<file path="src/rtl/nand_seq_pkg.sv">
package nand_seq_pkg;
   typedef enum logic [1:0] {
      PH_IDLE   = 2'd0,
      PH_SETUP  = 2'd1,
      PH_STROBE = 2'd2,
      PH_HOLD   = 2'd3
   } phase_t;

   localparam logic [1:0] KIND_CMD  = 2'b00;
   localparam logic [1:0] KIND_ADDR = 2'b01;
endpackage

</file>
<file path="src/rtl/nand_phase_ctr.sv">
module nand_phase_ctr #(
   parameter int CW = 8
) (
   input  logic          clk,
   input  logic          rst_n,
   input  logic          load,
   input  logic [CW-1:0] load_val,
   input  logic          dec,
   output logic          zero
);
   logic [CW-1:0] cnt;

   always_ff @(posedge clk or negedge rst_n) begin
      if (!rst_n)
         cnt <= '0;
      else if (load)
         cnt <= load_val;
      else if (dec && (cnt != '0))
         cnt <= cnt - 1'b1;
   end

   assign zero = (cnt == '0);
endmodule

</file>
<file path="src/rtl/nand_bank_dec.sv">
module nand_bank_dec #(
   parameter int NBANK = 4,
   localparam int BW = (NBANK > 1) ? $clog2(NBANK) : 1
) (
   input  logic          active,
   input  logic [BW-1:0] bank,
   output logic [NBANK-1:0] ce_n
);
   for (genvar b = 0; b < NBANK; b++) begin : g_ce
      assign ce_n[b] = !(active && (bank == BW'(b)));
   end
endmodule

</file>
<file path="src/rtl/nand_cycle_seq.sv">
module nand_cycle_seq
   import nand_seq_pkg::*;
#(
   parameter int DW    = 8,
   parameter int TW    = 8,
   parameter int SW    = 4,
   parameter int NBANK = 4
) (
   input  logic          clk,
   input  logic          rst_n,
   input  logic          req_valid,
   input  logic [1:0]    req_kind,
   input  logic          req_write,
   input  logic [DW-1:0] req_wdata,
   input  logic [1:0]    req_bank,
   input  logic [TW-1:0] clr_code,
   input  logic [TW-1:0] ar_code,
   input  logic [TW-1:0] hiz_code,
   input  logic [TW-1:0] hold_code,
   input  logic [TW-1:0] wait_code,
   input  logic [TW-1:0] set_code,
   input  logic          wait_n,
   input  logic [DW-1:0] rdata_in,
   output logic          busy,
   output logic          done,
   output logic [DW-1:0] rdata,
   output logic [NBANK-1:0] ce_n,
   output logic          cle,
   output logic          ale,
   output logic          we_n,
   output logic          re_n,
   output logic [DW-1:0] dout,
   output logic          dout_oe
);
   localparam int BW = (NBANK > 1) ? $clog2(NBANK) : 1;

   if (SW > TW) begin : g_bad_sw
      $error("short code width exceeds timing code width");
   end
   if (NBANK != 4) begin : g_bad_bank
      $error("bank select port is 2 bits wide, NBANK must be 4");
   end

   phase_t          ph;
   logic [1:0]      lat_kind;
   logic            lat_wr;
   logic [DW-1:0]   lat_wdata;
   logic [BW-1:0]   lat_bank;
   logic [TW-1:0]   lat_wait, lat_hold;

   logic            accept;
   logic [SW-1:0]   lead_clr, lead_ar, lead;
   logic [TW-1:0]   setup_len;
   logic            m_load, m_dec, m_zero;
   logic [TW-1:0]   m_val;
   logic            h_zero;

   assign accept   = (ph == PH_IDLE) && req_valid;
   assign lead_clr = clr_code[SW-1:0];
   assign lead_ar  = ar_code[SW-1:0];

   always_comb begin
      if (req_write)
         lead = '0;
      else if (req_kind == KIND_CMD)
         lead = lead_clr;
      else if (req_kind == KIND_ADDR)
         lead = lead_ar;
      else
         lead = (lead_clr > lead_ar) ? lead_clr : lead_ar;
      setup_len = (TW'(lead) > set_code) ? TW'(lead) : set_code;
   end

   always_comb begin
      m_load = 1'b0;
      m_dec  = 1'b0;
      m_val  = '0;
      unique case (ph)
         PH_IDLE: begin
            m_load = accept;
            m_val  = setup_len;
         end
         PH_SETUP: begin
            m_load = m_zero;
            m_val  = lat_wait;
            m_dec  = !m_zero;
         end
         PH_STROBE: begin
            m_load = m_zero && wait_n;
            m_val  = lat_hold;
            m_dec  = wait_n;
         end
         default: m_dec = 1'b1;
      endcase
   end

   nand_phase_ctr #(.CW(TW)) i_main_ctr (
      .clk      (clk),
      .rst_n    (rst_n),
      .load     (m_load),
      .load_val (m_val),
      .dec      (m_dec),
      .zero     (m_zero)
   );

   nand_phase_ctr #(.CW(TW)) i_hiz_ctr (
      .clk      (clk),
      .rst_n    (rst_n),
      .load     (accept),
      .load_val (hiz_code),
      .dec      (busy),
      .zero     (h_zero)
   );

   always_ff @(posedge clk or negedge rst_n) begin
      if (!rst_n) begin
         ph        <= PH_IDLE;
         done      <= 1'b0;
         rdata     <= '0;
         lat_kind  <= KIND_CMD;
         lat_wr    <= 1'b0;
         lat_wdata <= '0;
         lat_bank  <= '0;
         lat_wait  <= '0;
         lat_hold  <= '0;
      end else begin
         done <= 1'b0;
         unique case (ph)
            PH_IDLE: if (accept) begin
               ph        <= PH_SETUP;
               lat_kind  <= req_kind;
               lat_wr    <= req_write;
               lat_wdata <= req_wdata;
               lat_bank  <= req_bank[BW-1:0];
               lat_wait  <= wait_code;
               lat_hold  <= hold_code;
            end
            PH_SETUP: if (m_zero) ph <= PH_STROBE;
            PH_STROBE: if (m_zero && wait_n) begin
               ph <= PH_HOLD;
               if (!lat_wr) rdata <= rdata_in;
            end
            default: if (m_zero) begin
               ph   <= PH_IDLE;
               done <= 1'b1;
            end
         endcase
      end
   end

   assign busy    = (ph != PH_IDLE);
   assign cle     = busy && (lat_kind == KIND_CMD);
   assign ale     = busy && (lat_kind == KIND_ADDR);
   assign we_n    = !((ph == PH_STROBE) && lat_wr);
   assign re_n    = !((ph == PH_STROBE) && !lat_wr);
   assign dout    = lat_wdata;
   assign dout_oe = busy && lat_wr && h_zero;

   nand_bank_dec #(.NBANK(NBANK)) i_bank_dec (
      .active (busy),
      .bank   (lat_bank),
      .ce_n   (ce_n)
   );


   ce_onehot_chk: assert property (@(posedge clk) disable iff (!rst_n)
      $onehot0(~ce_n));

   strobe_excl_chk: assert property (@(posedge clk) disable iff (!rst_n)
      !(!we_n && !re_n));

   wait_stretch_chk: assert property (@(posedge clk) disable iff (!rst_n)
      (ph == PH_STROBE && !wait_n) |=> (ph == PH_STROBE));

   done_pulse_chk: assert property (@(posedge clk) disable iff (!rst_n)
      done |-> (!busy && $past(ph) == PH_HOLD));

   busy_ignore_chk: assert property (@(posedge clk) disable iff (!rst_n)
      (busy && req_valid) |=> $stable(lat_bank));
endmodule

</file>
<file path="config.mk">
export PLATFORM = sky130hd
export DESIGN_NAME = nand_cycle_seq
export DESIGN_NICKNAME = d
export VERILOG_FILES = /design/src/rtl/nand_seq_pkg.sv /design/src/rtl/nand_phase_ctr.sv /design/src/rtl/nand_bank_dec.sv /design/src/rtl/nand_cycle_seq.sv
export SDC_FILE = /design/constraint.sdc
export NUM_CORES = 1
export LEC_CHECK = 0
export BUFFER_PORTS_ARGS = -buffer_cell sky130_fd_sc_hd__buf_2
export CORE_MARGIN = 3
export CORE_UTILIZATION = 40
export DETAILED_ROUTE_END_ITERATION = 10
export GPL_ROUTABILITY_DRIVEN = 0
export GPL_TIMING_DRIVEN = 1
export HOLD_SLACK_MARGIN = 0.06
export PLACE_DENSITY_LB_ADDON = 0.12
export SYNTH_ARGS = -nofsm -noshare
export SYNTH_HDL_FRONTEND = slang
export SYNTH_HIERARCHICAL = 1
export SYNTH_SLANG_ARGS = --single-unit
</file>
<file path="constraint.sdc">
create_clock -name clk -period 3.72 [get_ports clk]
set_input_delay 0.744 -clock clk [delete_from_list [all_inputs] [get_ports clk]]
set_output_delay 0.744 -clock clk [all_outputs]
set_load 0.005 [all_outputs]
</file>
==> results_dict.tcl <==
set metrics [dict create \
    status "complete, no violations" \
    ys.flop_type "dfrtp_1" \
    maxCapViolCount 0 \
    antenna_found_initial 0 \
    arrival_ns 3.72 \
    area_growth_pct 22.5 \
    numPortBuffers 91 \
    cts_buffers 5 \
    muxShareOfSynthArea_pct 14.9 \
    synth.avg_cell_area_sq_um 10.8 \
    worst_pin_slew_ns 0.653 \
    synth_top_family_by_area "simple AND/OR/NAND/NOR gates" \
    drv_slew 0 \
    post-route-min-period_ns 3.52 \
    layout-drive-gt1-share_pct 40.3 \
    crit_required_ns 3.92 \
    synth.distinct_cells 45 \
    fin_nets 479 \
    drcViolationCount 0 \
    start_kind "primary input" \
    fin_crit_sh_pct 94.5 \
    drtAntennaViolNets 0 \
    yosys.area_share.simple_pct 15.5 \
    cp_max_fo 4 \
    synth_xor_area_share_pct 0 \
    cts.sinks 56 \
    grt_usage_pct 16.9 \
    synth_cells 294 \
    finalSetupTns_ns 0 \
    seq_area_frac_synth_pct 44.2 \
    synthAdderAreaFrac_pct 6.71 \
    dpl.hpwl_mm 5.66 \
    fin_area_sq_um 3880 \
    core_area_sq_um 7450 \
    die_y_um 95.0 \
    rows 31 \
    r2r_setup_slack_ns 0.81 \
    power_density_nw_per_um2 750 \
    yosys_warnings 6 \
    fmax_ghz 0.284 \
    ys_async_sr_fraction_pct 100 \
    irDropWorstVdd_mv 0.315 \
    clock_skew_ns 0.0137 \
    postSynthRegisterBits 56 \
    grt_max_degree 42 \
    initial_utilization_pct 42.5 \
    dpl-instance-area_sq_um 3770 \
    finalHoldViolCount 0 \
    clockBufferDepth 2 \
    dieArea_sq_um 9020 \
    clockRootBuffer "clkbuf_8" \
    num_vias 2625 \
    worstReg2RegStart "i_main_ctr/cnt[0]$_DFFE_PN0P_" \
    synth_area_sq_um 3170 \
    cts_resized 0 \
    clock_latency_ns 0.32 \
    critPathKind "primary input to flip-flop" \
    dr.pass1.iters 5 \
    setup_viol 0 \
    synth-edff-count 0 \
    drt_wl_total_mm 7.58 \
    critPathCaptureType "flip-flop" \
    die_w_um 95.0 \
    vias_per_cell 5.37 \
    syn_nets 384 \
    slew-limit-headroom_pct 56.1 \
    clk_pin_slew_ns 0.11 \
    grt_pass1_wl_mm 12.0 \
    io_pins 100 \
    fillCellCount 741 \
    diodes 0 \
    holdCritPathClass "primary input to async pin" \
    cts_hold_buf 0 \
    wire_per_inst_um 15.5 \
    cts_tree "built" \
    grt_pass1_vias 2511 \
    h-tree-depth 2 \
    drt_iter0_drc 113 \
    reg2reg_depth 10 \
    synth_compound_gate_area_share_pct 14.9 \
    rsz0062_at_grt "no" \
    grt_overflow 0 \
    timing.rr.end "i_main_ctr/cnt[7]$_DFFE_PN0P_" \
    p_leak_nw 1.83 \
    post-cts-setup-buffers 0 \
]
==> layout by cell type, fill, tap and decap left out, types with 2 or more instances in the layout <==
cell type	instances
o31ai_1	2
o21ai_0	7
ha_1	17
and2_1	2
nand3b_1	2
nor3_1	7
or4_1	6
dfrtp_1	56
o221ai_1	2
a22oi_1	4
buf_2	91
nor4_1	3
nor3b_1	7
mux2_2	41
nor2b_1	7
inv_1	17
a222oi_1	4
or3b_1	3
or3b_2	2
nor2_1	19
buf_4	9
inv_6	2
a2bb2oi_1	2
or3_1	2
a221o_1	9
nand3_1	5
a21oi_1	9
a31oi_1	4
o211a_1	2
a211o_1	3
clkinv_1	2
o2111ai_1	2
nand4_1	6
a211o_2	2
o311a_1	2
o211ai_1	5
clkbuf_8	5
nand2_1	10
==> worst max path at each step <==
stage / from / to / slack, ns
5_1_grt: clr_code[1] / i_main_ctr/cnt[0]$_DFFE_PN0P_ / 0.009
4_1_cts: clr_code[1] / i_main_ctr/cnt[2]$_DFFE_PN0P_ / 0.11
3_5_place_dp: clr_code[3] / i_main_ctr/cnt[0]$_DFFE_PN0P_ / -0.22
6_report: clr_code[1] / i_main_ctr/cnt[1]$_DFFE_PN0P_ / 0.20
2_1_floorplan: ar_code[1] / i_main_ctr/cnt[2]$_DFFE_PN0P_ / 0.21
3_3_place_gp: clr_code[1] / i_main_ctr/cnt[2]$_DFFE_PN0P_ / -0.21
==> kinds of logic after synthesis <==
logic type | after synthesis
buffers and inverters | 31
DFF | 56
AOI/OAI and AO/OA | 61
muxes | 42
adders and majority gates | 17
and+or+nand+nor | 87
==> synthesized netlist by cell type, types with 3 or more instances <==
cell type   n  area, sq um
nor3b_1     7         52.6
clkbuf_1    6         22.5
nor2_1     19         71.3
nor2b_1     7         43.8
or4_1       6         45.0
a211o_1     3         26.3
o211ai_1    5         37.5
a21oi_1     9         45.0
nor3_1      8         40.0
buf_2       3         15.0
ha_1       17          213
dfrtp_1    56         1400
or3b_1      3         26.3
nor4_1      3         18.8
nand2_1    10         37.5
a31oi_1     4         25.0
a222oi_1    4         40.0
o21ai_0     7         35.0
nand3_1     5         25.0
a221o_1     9         90.1
buf_1       3         11.3
a22oi_1     4         30.0
inv_1      17         63.8
nand4_1     6         37.5
mux2_2     41          462
==> sequential cells by signal (all words and copies together), names as in the netlist <==
signal	cells
dout	8
lat_wait	8
lat_bank	2
lat_kind	2
lat_wr	1
rdata	8
done	1
lat_hold	8
i_main_ctr/cnt	8
ph	2
i_hiz_ctr/cnt	8
==> final cells by class <==
cell class	instances	area (sq um)	area share, %
Multi-Input combinational cell	207	1660	42.9
Sequential cell	56	1400	36.1
Timing Repair Buffer	100	523	13.5
Tap cell	99	124	3.19
Inverter	19	71.3	1.84
Clock buffer	5	68.8	1.77
Clock inverter	3	28.8	0.742
==> critical path: stages <==
cell and delay, ns:
buf_2 0.11, ha_1 0.29, nor2b_1 0.13, o211ai_1 0.16, a221o_1 0.26, mux2_2 0.37, nor2b_1 0.13, ha_1 0.28
nor2b_1 0.14, o211ai_1 0.18, a21oi_1 0.11, nor4b_2 0.19, a221o_1 0.38, a21oi_1 0.17, nand3_1 0.09
==> metal layers <==
| metal | vias to the layer above | track usage (%) | share of wire [%] |
|---|---|---|---|
| met2 | 65 | 27.4 | 48 |
| met5 | - | 0 | 0 |
| met3 | 4 | 3.51 | 4.9 |
| met4 | 0 | 4.33 | 0.67 |
| li1 | 1294 | - | - |
| met1 | 1262 | 23.1 | 46 |
==> report_power, final <==
group          switching [W]  internal (W)
Combinational       0.000708      0.000705
Clock               0.000223      0.000143
Sequential          0.000217      0.000913
Total                0.00115       0.00176
==> metrics by stage <==
stage | power [W] | hold WS [ns] | std cells | util [%] | worst slack, ns
after global routing | 0.00316 | 0.364 | 489 | 52.1 | 0.00873
after detailed placement | 0.00255 | 0.489 | 481 | 50.6 | -0.225
final | 0.00291 | 0.352 | 489 | 52.1 | 0.203
after global placement | 0.00251 | 0.483 | 481 | 50.6 | -0.211
after CTS | 0.00293 | 0.353 | 489 | 51.9 | 0.114
after floorplan | 0.00209 | 0.448 | 294 | - | 0.205
Note: power is estimated with default switching activity, not from simulation.
